<file path="config.mk">
export PLATFORM = sky130hd
export DESIGN_NAME = sigan_top
export DESIGN_NICKNAME = d
export VERILOG_FILES = /design/src/rtl/sigan_pkg.sv /design/src/rtl/sigan_sync.sv /design/src/rtl/sigan_edge.sv /design/src/rtl/sigan_window.sv /design/src/rtl/sigan_lfsr.sv /design/src/rtl/sigan_glyph.sv /design/src/rtl/sigan_top.sv
export SDC_FILE = /design/constraint.sdc
export NUM_CORES = 1
export LEC_CHECK = 0
export CORE_AREA = 4 4 62 64
export CTS_CLUSTER_SIZE = 25
export DETAILED_ROUTE_END_ITERATION = 16
export DIE_AREA = 0 0 66 68
export DONT_BUFFER_PORTS = 1
export PLACE_DENSITY = 0.72
export SYNTH_ARGS = -nofsm -noshare
export SYNTH_HDL_FRONTEND = slang
export SYNTH_HIERARCHICAL = 1
export SYNTH_SLANG_ARGS = --single-unit
</file>
<file path="constraint.sdc">
create_clock -name clk -period 1.4 [get_ports clk]
set_input_delay 0.21 -clock clk [delete_from_list [all_inputs] [get_ports clk]]
set_output_delay 0.21 -clock clk [all_outputs]
set_load 0.02 [all_outputs]
</file>
<file path="src/rtl/sigan_pkg.sv">
// Shared definitions for the windowed signature analyzer.
// Assumes signatures are a whole number of 4-bit digits.
package sigan_pkg;

    // Index of each probe control line inside the event vector
    localparam int unsigned EV_START = 0;
    localparam int unsigned EV_STOP  = 1;
    localparam int unsigned EV_SCLK  = 2;
    localparam int unsigned EV_N     = 3;

    // Map one nibble to its ASCII display character
    function automatic logic [7:0] nib_to_char(input logic [3:0] v);
        logic [7:0] c;
        if (v < 4'd10) begin
            c = 8'h30 + {4'd0, v};
        end else begin
            case (v)
                4'd10:   c = 8'h41; // A
                4'd11:   c = 8'h43; // C
                4'd12:   c = 8'h46; // F
                4'd13:   c = 8'h48; // H
                4'd14:   c = 8'h50; // P
                default: c = 8'h55; // U
            endcase
        end
        return c;
    endfunction

endpackage

</file>
<file path="src/rtl/sigan_sync.sv">
// Multi-stage synchroniser for a bundle of asynchronous single-bit lines.
// Assumes each line is independent; no bus coherence is implied.
module sigan_sync #(
    parameter int unsigned WIDTH  = 4,
    parameter int unsigned STAGES = 2
) (
    input  logic             clk,
    input  logic             rst_n,
    input  logic [WIDTH-1:0] d,
    output logic [WIDTH-1:0] q
);
    logic [STAGES-1:0][WIDTH-1:0] chain;

    // Shift every line through the flop chain
    always_ff @(posedge clk) begin
        if (!rst_n) begin
            chain <= '0;
        end else begin
            chain[0] <= d;
            for (int i = 1; i < STAGES; i++) begin
                chain[i] <= chain[i-1];
            end
        end
    end

    assign q = chain[STAGES-1];
endmodule

</file>
<file path="src/rtl/sigan_edge.sv">
// Edge detector with per-line polarity select.
// Assumes the inputs are already synchronous to clk.
module sigan_edge #(
    parameter int unsigned WIDTH = 3
) (
    input  logic             clk,
    input  logic             rst_n,
    input  logic [WIDTH-1:0] lvl,
    input  logic [WIDTH-1:0] fall_sel,
    output logic [WIDTH-1:0] ev
);
    logic [WIDTH-1:0] prev;

    // Remember the previous synchronised level
    always_ff @(posedge clk) begin
        if (!rst_n) prev <= '0;
        else        prev <= lvl;
    end

    // Pick the active edge for each line
    for (genvar g = 0; g < WIDTH; g++) begin : g_edge
        assign ev[g] = fall_sel[g] ? (prev[g] & ~lvl[g]) : (~prev[g] & lvl[g]);
    end
endmodule

</file>
<file path="src/rtl/sigan_window.sv">
// Capture-window control: start opens and clears, stop closes and flags done.
// Assumes event pulses last one cycle; start has priority over stop.
module sigan_window (
    input  logic clk,
    input  logic rst_n,
    input  logic start_ev,
    input  logic stop_ev,
    input  logic sclk_ev,
    output logic clear,
    output logic step,
    output logic win_open,
    output logic done
);
    // Track window and completion state
    always_ff @(posedge clk) begin
        if (!rst_n) begin
            win_open <= 1'b0;
            done     <= 1'b0;
        end else if (start_ev) begin
            win_open <= 1'b1;
            done     <= 1'b0;
        end else if (stop_ev && win_open) begin
            win_open <= 1'b0;
            done     <= 1'b1;
        end
    end

    assign clear = start_ev;
    assign step  = sclk_ev & win_open & ~stop_ev & ~start_ev;
endmodule

</file>
<file path="src/rtl/sigan_lfsr.sv">
// Serial-input signature register in internal-feedback form.
// Assumes TAP_MASK holds the polynomial terms below the top degree.
module sigan_lfsr #(
    parameter int unsigned        SIG_W    = 16,
    parameter logic [SIG_W-1:0]   TAP_MASK = 16'h1281
) (
    input  logic             clk,
    input  logic             rst_n,
    input  logic             clear,
    input  logic             step,
    input  logic             din,
    output logic [SIG_W-1:0] state
);
    logic             fb;
    logic [SIG_W-1:0] nxt;

    // Next value for one compaction step
    always_comb begin
        fb  = state[SIG_W-1] ^ din;
        nxt = {state[SIG_W-2:0], 1'b0} ^ (fb ? TAP_MASK : '0);
    end

    // Update the register on clear or step
    always_ff @(posedge clk) begin
        if (!rst_n)     state <= '0;
        else if (clear) state <= '0;
        else if (step)  state <= nxt;
    end
endmodule

</file>
<file path="src/rtl/sigan_glyph.sv">
// Converts the signature into one display character per nibble.
// Assumes SIG_W is a multiple of 4.
module sigan_glyph #(
    parameter int unsigned SIG_W = 16,
    localparam int unsigned DIGITS = SIG_W / 4
) (
    input  logic [SIG_W-1:0]    sig,
    output logic [8*DIGITS-1:0] chars
);
    import sigan_pkg::*;

    // One character per nibble, same order as the binary word
    for (genvar g = 0; g < DIGITS; g++) begin : g_dig
        assign chars[8*g +: 8] = nib_to_char(sig[4*g +: 4]);
    end
endmodule

</file>
<file path="src/rtl/sigan_top.sv">
// Windowed serial signature analyzer top.
// Assumes probe lines are asynchronous and slower than a few system cycles per level.
module sigan_top #(
    parameter int unsigned      SIG_W       = 16,
    parameter int unsigned      SYNC_STAGES = 2,
    parameter logic [SIG_W-1:0] TAP_MASK    = 16'h1281,
    localparam int unsigned     DIGITS      = SIG_W / 4
) (
    input  logic                clk,
    input  logic                rst_n,
    input  logic                start_i,
    input  logic                stop_i,
    input  logic                sclk_i,
    input  logic                data_i,
    input  logic                start_fall_i,
    input  logic                stop_fall_i,
    input  logic                sclk_fall_i,
    input  logic [SIG_W-1:0]    expect_i,
    output logic                done_o,
    output logic [SIG_W-1:0]    sig_o,
    output logic [8*DIGITS-1:0] glyph_o,
    output logic                match_o
);
    import sigan_pkg::*;

    logic [EV_N:0]   raw_lines;
    logic [EV_N:0]   sync_lines;
    logic [EV_N-1:0] fall_sel;
    logic [EV_N-1:0] events;
    logic            start_ev, stop_ev, sclk_ev;
    logic            clear, step, win_open;

    // Bundle probe lines; data rides in the top bit so it keeps timing with the controls
    assign raw_lines[EV_START] = start_i;
    assign raw_lines[EV_STOP]  = stop_i;
    assign raw_lines[EV_SCLK]  = sclk_i;
    assign raw_lines[EV_N]     = data_i;

    assign fall_sel[EV_START] = start_fall_i;
    assign fall_sel[EV_STOP]  = stop_fall_i;
    assign fall_sel[EV_SCLK]  = sclk_fall_i;

    sigan_sync #(.WIDTH(EV_N + 1), .STAGES(SYNC_STAGES)) i_sync (
        .clk(clk), .rst_n(rst_n), .d(raw_lines), .q(sync_lines)
    );

    sigan_edge #(.WIDTH(EV_N)) i_edge (
        .clk(clk), .rst_n(rst_n), .lvl(sync_lines[EV_N-1:0]),
        .fall_sel(fall_sel), .ev(events)
    );

    assign start_ev = events[EV_START];
    assign stop_ev  = events[EV_STOP];
    assign sclk_ev  = events[EV_SCLK];

    sigan_window i_win (
        .clk(clk), .rst_n(rst_n), .start_ev(start_ev), .stop_ev(stop_ev),
        .sclk_ev(sclk_ev), .clear(clear), .step(step),
        .win_open(win_open), .done(done_o)
    );

    sigan_lfsr #(.SIG_W(SIG_W), .TAP_MASK(TAP_MASK)) i_lfsr (
        .clk(clk), .rst_n(rst_n), .clear(clear), .step(step),
        .din(sync_lines[EV_N]), .state(sig_o)
    );

    sigan_glyph #(.SIG_W(SIG_W)) i_glyph (
        .sig(sig_o), .chars(glyph_o)
    );

    // Compare is valid only once the window has closed
    assign match_o = done_o && (sig_o == expect_i);
endmodule

</file>
# After elaboration in Yosys (flattened, before gate mapping)
# Cells that the tools add are included.
totals:
  ff_bits: 29
  input_bits: 25
  output_inout_bits: 50
  wordCells: 73
op_classes:
  mux: 14
  order_cmp: 4
  add_sub_neg: 4
  n_reduce_logical: 4
  bitwise_logic: 20
  n_eq_ne: 21
ops:
  columns: ["op", "count"]
  rows:
  - ["$pmux W5 S5", 4]
  - ["$eq A4 B4 Y1 const B", 20]
  - ["$mux W8", 4]
  - ["$add A6 B4 Y7 const A", 4]
  - ["$eq A16 B16 Y1", 1]
  - ["$lt A4 B4 Y1 const B", 4]
  - ["$xor A16 B16 Y16", 1]
  - ["$mux W13", 1]
  - ["$and A1 B1 Y1", 9]
  - ["$not A1 Y1", 9]
  - ["$mux W1", 5]
  - ["$logic_and A1 B1 Y1", 2]
  - ["$reduce_bool A2 Y1", 1]
  - ["$reduce_or A2 Y1", 1]
  - ["$xor A1 B1 Y1", 1]

# Longest topological paths before layout
logic_depth:
  depth_word: 6
  depth_mapped: 9
  ltp_nobuf: 6

# Modules after synthesis
# Netlist, hierarchy kept.
by_module_without_submodules:
  columns: ["mod", "seq_area_each_um2", "n_inst", "cells_each", "area_each_um2"]
  rows:
  - ["sigan_lfsr", 320.3, 1, 75, 738.2]
  - ["sigan_glyph", 0.0, 1, 69, 419.2]
  - ["sigan_sync", 160.2, 1, 20, 240.2]
  - ["sigan_top", 0.0, 1, 22, 181.4]
  - ["sigan_edge", 60.1, 1, 15, 146.4]
  - ["sigan_window", 40.0, 1, 8, 90.1]

# Worst setup path after synthesis
# No wires, ideal clock.
synth_path:
  path_type: "register -> output"
  startpoint: "register i_lfsr.state[14]"
  endpoint: "output match_o"
  setup_slack_ns: -0.272
  required_ns: 1.190
  arrival_time_ns: 1.462
  stages_incl_launch_ff: 6
  path_buffers: 1
  path_cell_list: "dfxtp_1 -> buf_4 -> xor2_1 -> nor4_1 -> nand4_1 -> nor4_2"
synth_between:
  elab_chain_cells: 2
synth_lines:
  columns: ["item", "line_no", "text"]
  rows:
  - ["from (decl)", "sigan_lfsr.sv:12", "output logic [SIG_W-1:0] state"]
  - ["from (signal assigned)", "sigan_lfsr.sv:27", "else if (step) state <= nxt;"]
  - ["$eq A16 B16 Y1", "sigan_top.sv:72", "assign match_o = done_o && (sig_o == expect_i);"]
  - ["$logic_and A1 B1 Y1", "sigan_top.sv:72", null]
  - ["to (decl)", "sigan_top.sv:22", "output logic match_o"]
# Every way passes these cells.

# Worst setup path in the final report
layout_path:
  startpoint: "register i_lfsr.state[7]"
  endpoint: "output match_o"
# The elaborated chain is that of the path after synthesis.

==> results list <==
- Data arrival at the endpoint of the critical path: 1.74 ns
* Post-synthesis share of cell area spent on full adders, half adders and majority gates: 0%
- The synthesized netlist devotes 12.0% of its cell area to compound gates.
- Multiplexer share of the synthesized area: between 6 and 7%
- Max-cap violations in this run came to 0.
- After global routing the overflow that remains totals 0.
- Static Leak: 0.00106 µW
- Excluding fillers, the count of instances in the completed layout stands at between 200 and 300.
* Result of the run: finished, violations left
* Met3 WL post-DR: 808 µm
- Violations in the final reports: setup timing
- For this run, the slowest stage of the critical path takes 0.34 ns.
- The number of global-route vias before repair came to 1,712.
- TritonCTS built the clock tree.
* Via count: 1,735
- Between clock sinks in the finished design, the worst skew comes to about 0.013 ns.
* Placement-stage worst setup slack: -0.0319 ns
- Global Route Usage Sum: between 20 and 25%
- Dividing total power by cell area gives a power density of 550 nW/µm².
* Worst vdd ir: roughly 0.68 mV
- Met2 wirelength from detailed routing: 3200 µm
- Most common library cells after synthesis: dfxtp_1 (29), buf_4 (22), nor2_1 (17), xnor2_1 (13), xor2_1 (13)
* Area of the core region: 3280 µm²
* Total length of routed wires: 6720 µm
- Cells fill 81.6% of the core in the end.
- Die Area: between 4000 and 5000 µm²
* Uppermost layer routed: met4
- Post-Synth Simple-Gate Area: 24.5%
- Measured along the x axis, the die boundary spans 66 µm.
* Setup repair after global routing missed its margin: yes
* DRC marker count from the first detailed-route iteration: 130
- Detail-routed net length per standard cell: between 20 and 25 µm
* Proportion of synthesized flip-flops having asynchronous set or reset: 0%
- The cell sitting at the root of the clock tree is a clkbuf_4.
- Sequential share of the synthesized area: 32.0%
- Met1 wire length: 2490 µm
* Pin count of the biggest net entering global routing: 16
- Number of failing hold endpoints at the final stage: 0
- Number of design rule violations left after detail routing: 0
- After synthesis the cells add up to 1820 µm².
- Most numerous cell in the Yosys netlist: dfxtp_1
- Once detailed placement completed, the half-perimeter wirelength came to roughly 3100 µm.
- Area added between synthesis and finish: 47.6%
- CTS saw 29 sinks.
- Once the floorplan was initialized, standard cells occupied 55.3% of the core.
- After synthesis, the largest family of logic cells by area is simple AND/OR/NAND/NOR gates.
- In this run the worst hold path is classified as in2reg.
- Total power consumption of the routed design: 1470 µW
- Clock-pin slew was measured on the worst setup and hold paths at ~0.090 ns.
- The slowest stage of the critical path belongs to the cell dfxtp_2.
- Count of nets left with antenna violations after detail routing: 0
* Number of flip-flops and latches in the synthesized netlist: 29
- Yosys mapped a number of flops with a built-in enable equal to 0.
- By area the synthesized netlist is led by dfxtp_1 (32%), buf_4 (9.1%), mux2i_1 (6.6%), xnor2_1 (6.3%), xor2_1 (6.3%).
- The worst setup path is captured at a primary output.
* Synthesized-area fraction occupied by xor and xnor cells: approximately 13%
- Of all nets on the critical path, the largest fanout is 2.
- Final critical path time including I/O delays and setup: 1.95 ns
- Antenna violations before repair: 0
* Count of fill cells added during filler insertion: roughly 170
- Most used flip-flop cell after synthesis: dfxtp_1
- In this run the count of I/O pins placed on the die edge is 75.
- Setup total negative slack: -5.42 ns
- Static timing analysis puts the maximum clock frequency at 0.514 GHz.
- Cell count after synthesis: roughly 210
- The top cell type by area accounts for a little under a third of the synthesized area.
- The floorplan step set the die height to 68 µm.
- Weighted congestion reported at the end of routability-driven placement: 0.771
* Setup WS post-layout: -0.546 ns
- The repair_antennas step left the layout with diodes totalling 0.
* Maximum clock insertion buffer count: 2
- Mean post-synth cell area: 8.69 µm²
* Source-to-sink clock delay at the later pin of the worst-skew pair: approximately 0.32 ns
* Cell variety after synth: 30
- The floorplan has 21 rows.
* Global-route wire length before repair: 8360 µm
* Nets@finish: between 200 and 300
* Crit Path Category: reg2out
- The first TritonRoute pass finished after 4 iterations.
- The largest total area in the synthesized netlist belongs to dfxtp_1.
* Sort of element at the start of the critical path: flip-flop
- The final critical path takes up 139% of the cycle.
- The final-report max-slew violation count came to 0.
- Clock tree synthesis inserted a total of 5 buffers.
* Number of H-tree levels: 2
* Placed cells: 270
- The count of buffers added on input and output ports is 0.
- Ratio of cells with drive above 1 in the final layout: 54.4%
- List of cells traversed by the critical path: xor2_1, nor4_2, nand4_1, nor4_4, buf_4
- Using the TritonRoute via totals, the vias-per-cell ratio works out to roughly 6.
* Required time at the endpoint of the critical path: 1.19 ns
- Setup violations remaining at the end of the flow were counted as 43.
- Count of warnings emitted by yosys: 6
layer usage:
layer	GRT usage, %	vias to the layer above
met1	25.8	833
met2	44.4	122
li1	-	757
met4	15.7	0
met3	7.39	23
met5	0	-
sequential cells by signal, indices dropped and copies added, names as in the netlist:
name            cells
i_win/win_open      1
i_lfsr/state       16
i_edge/prev         3
i_sync/q            4
i_win/done          1
i_sync/chain        4
final timing paths:
path / startpoint / cells past startpoint / to / slack, ns
worst min register to register: i_sync/chain[2] / 1 / i_sync/q[2] / 0.44
worst max-delay path: i_lfsr/state[7] / 5 / match_o / -0.55
worst min-delay path: rst_n / 1 / i_sync/chain[1] / 0.01
worst max register to register: i_edge/prev[1] / 7 / i_lfsr/state[3] / -0.16
cell type report:
class / instances / area, µm² / share of cell area [%]
clock buffer: 7 / 55.1 / 2.05
inverter: 8 / 35.0 / 1.31
multi-input combinational: 149 / 1280 / 47.7
sequential: 29 / 613 / 22.9
tap: 46 / 57.6 / 2.15
timing repair buffer: 57 / 641 / 23.9
metrics by stage:
stage          hold slack (ns)  area (µm²)
2_1_floorplan            0.328        1870
3_3_place_gp             0.333        2020
3_5_place_dp             0.338        2020
4_1_cts                0.00917        2530
5_1_grt                -0.0109        2680
6_report                0.0132        2680
cell usage in the layout, fill, tap and decap left out, types with 5 or more instances in the layout:
| master | count |
|---|---|
| and2_1 | 11 |
| buf_12 | 5 |
| buf_2 | 6 |
| buf_4 | 17 |
| buf_6 | 20 |
| buf_8 | 6 |
| clkbuf_4 | 5 |
| dfxtp_1 | 11 |
| dfxtp_2 | 14 |
| mux2i_1 | 12 |
| nand2_2 | 8 |
| nand2b_1 | 5 |
| nand2b_4 | 7 |
| nand4_1 | 6 |
| nor2_1 | 13 |
| xnor2_1 | 13 |
| xor2_1 | 9 |
what timing repair did:
action | 4_1_cts | 5_1_grt
pin swaps | 20 | 11
hold buffers | 0 | 1
endpoints found under the hold margin | 0 | 2
buffers inserted | 6 | 4
cloned | 10 | 1
gates resized for setup | 78 | 43
setup endpoints to repair | 43 | 45
report_power, final:
group | total (µW) | leakage, µW | switching, µW | internal, µW
clock | 515 | 0.0000314 | 279 | 237
combinational | 117 | 0.000781 | 63.0 | 53.8
sequential | 841 | 0.000246 | 8.57 | 832
total | 1470 | 0.00106 | 350 | 1120
worst max-delay path: cells and delay by family (launching register included):
| kind | cells | cell delay [ns] |
|---|---|---|
| AND/OR/NAND/NOR | 3 | 0.73 |
| XOR/XNOR | 1 | 0.16 |
| flip-flops | 1 | 0.34 |
| buffers and inverters | 1 | 0.18 |
cell families (layout without fill, tap and decap cells):
kind of cell | count (synthesis) | in the layout
buffers and inverters | 34 | 72
and+or+nand+nor | 77 | 77
xor gates and xnor gates | 26 | 26
DFF | 29 | 29
other | 1 | 4
muxes | 12 | 12
AOI/OAI and AO/OA | 30 | 30
Power figures use the tool's default switching activity.
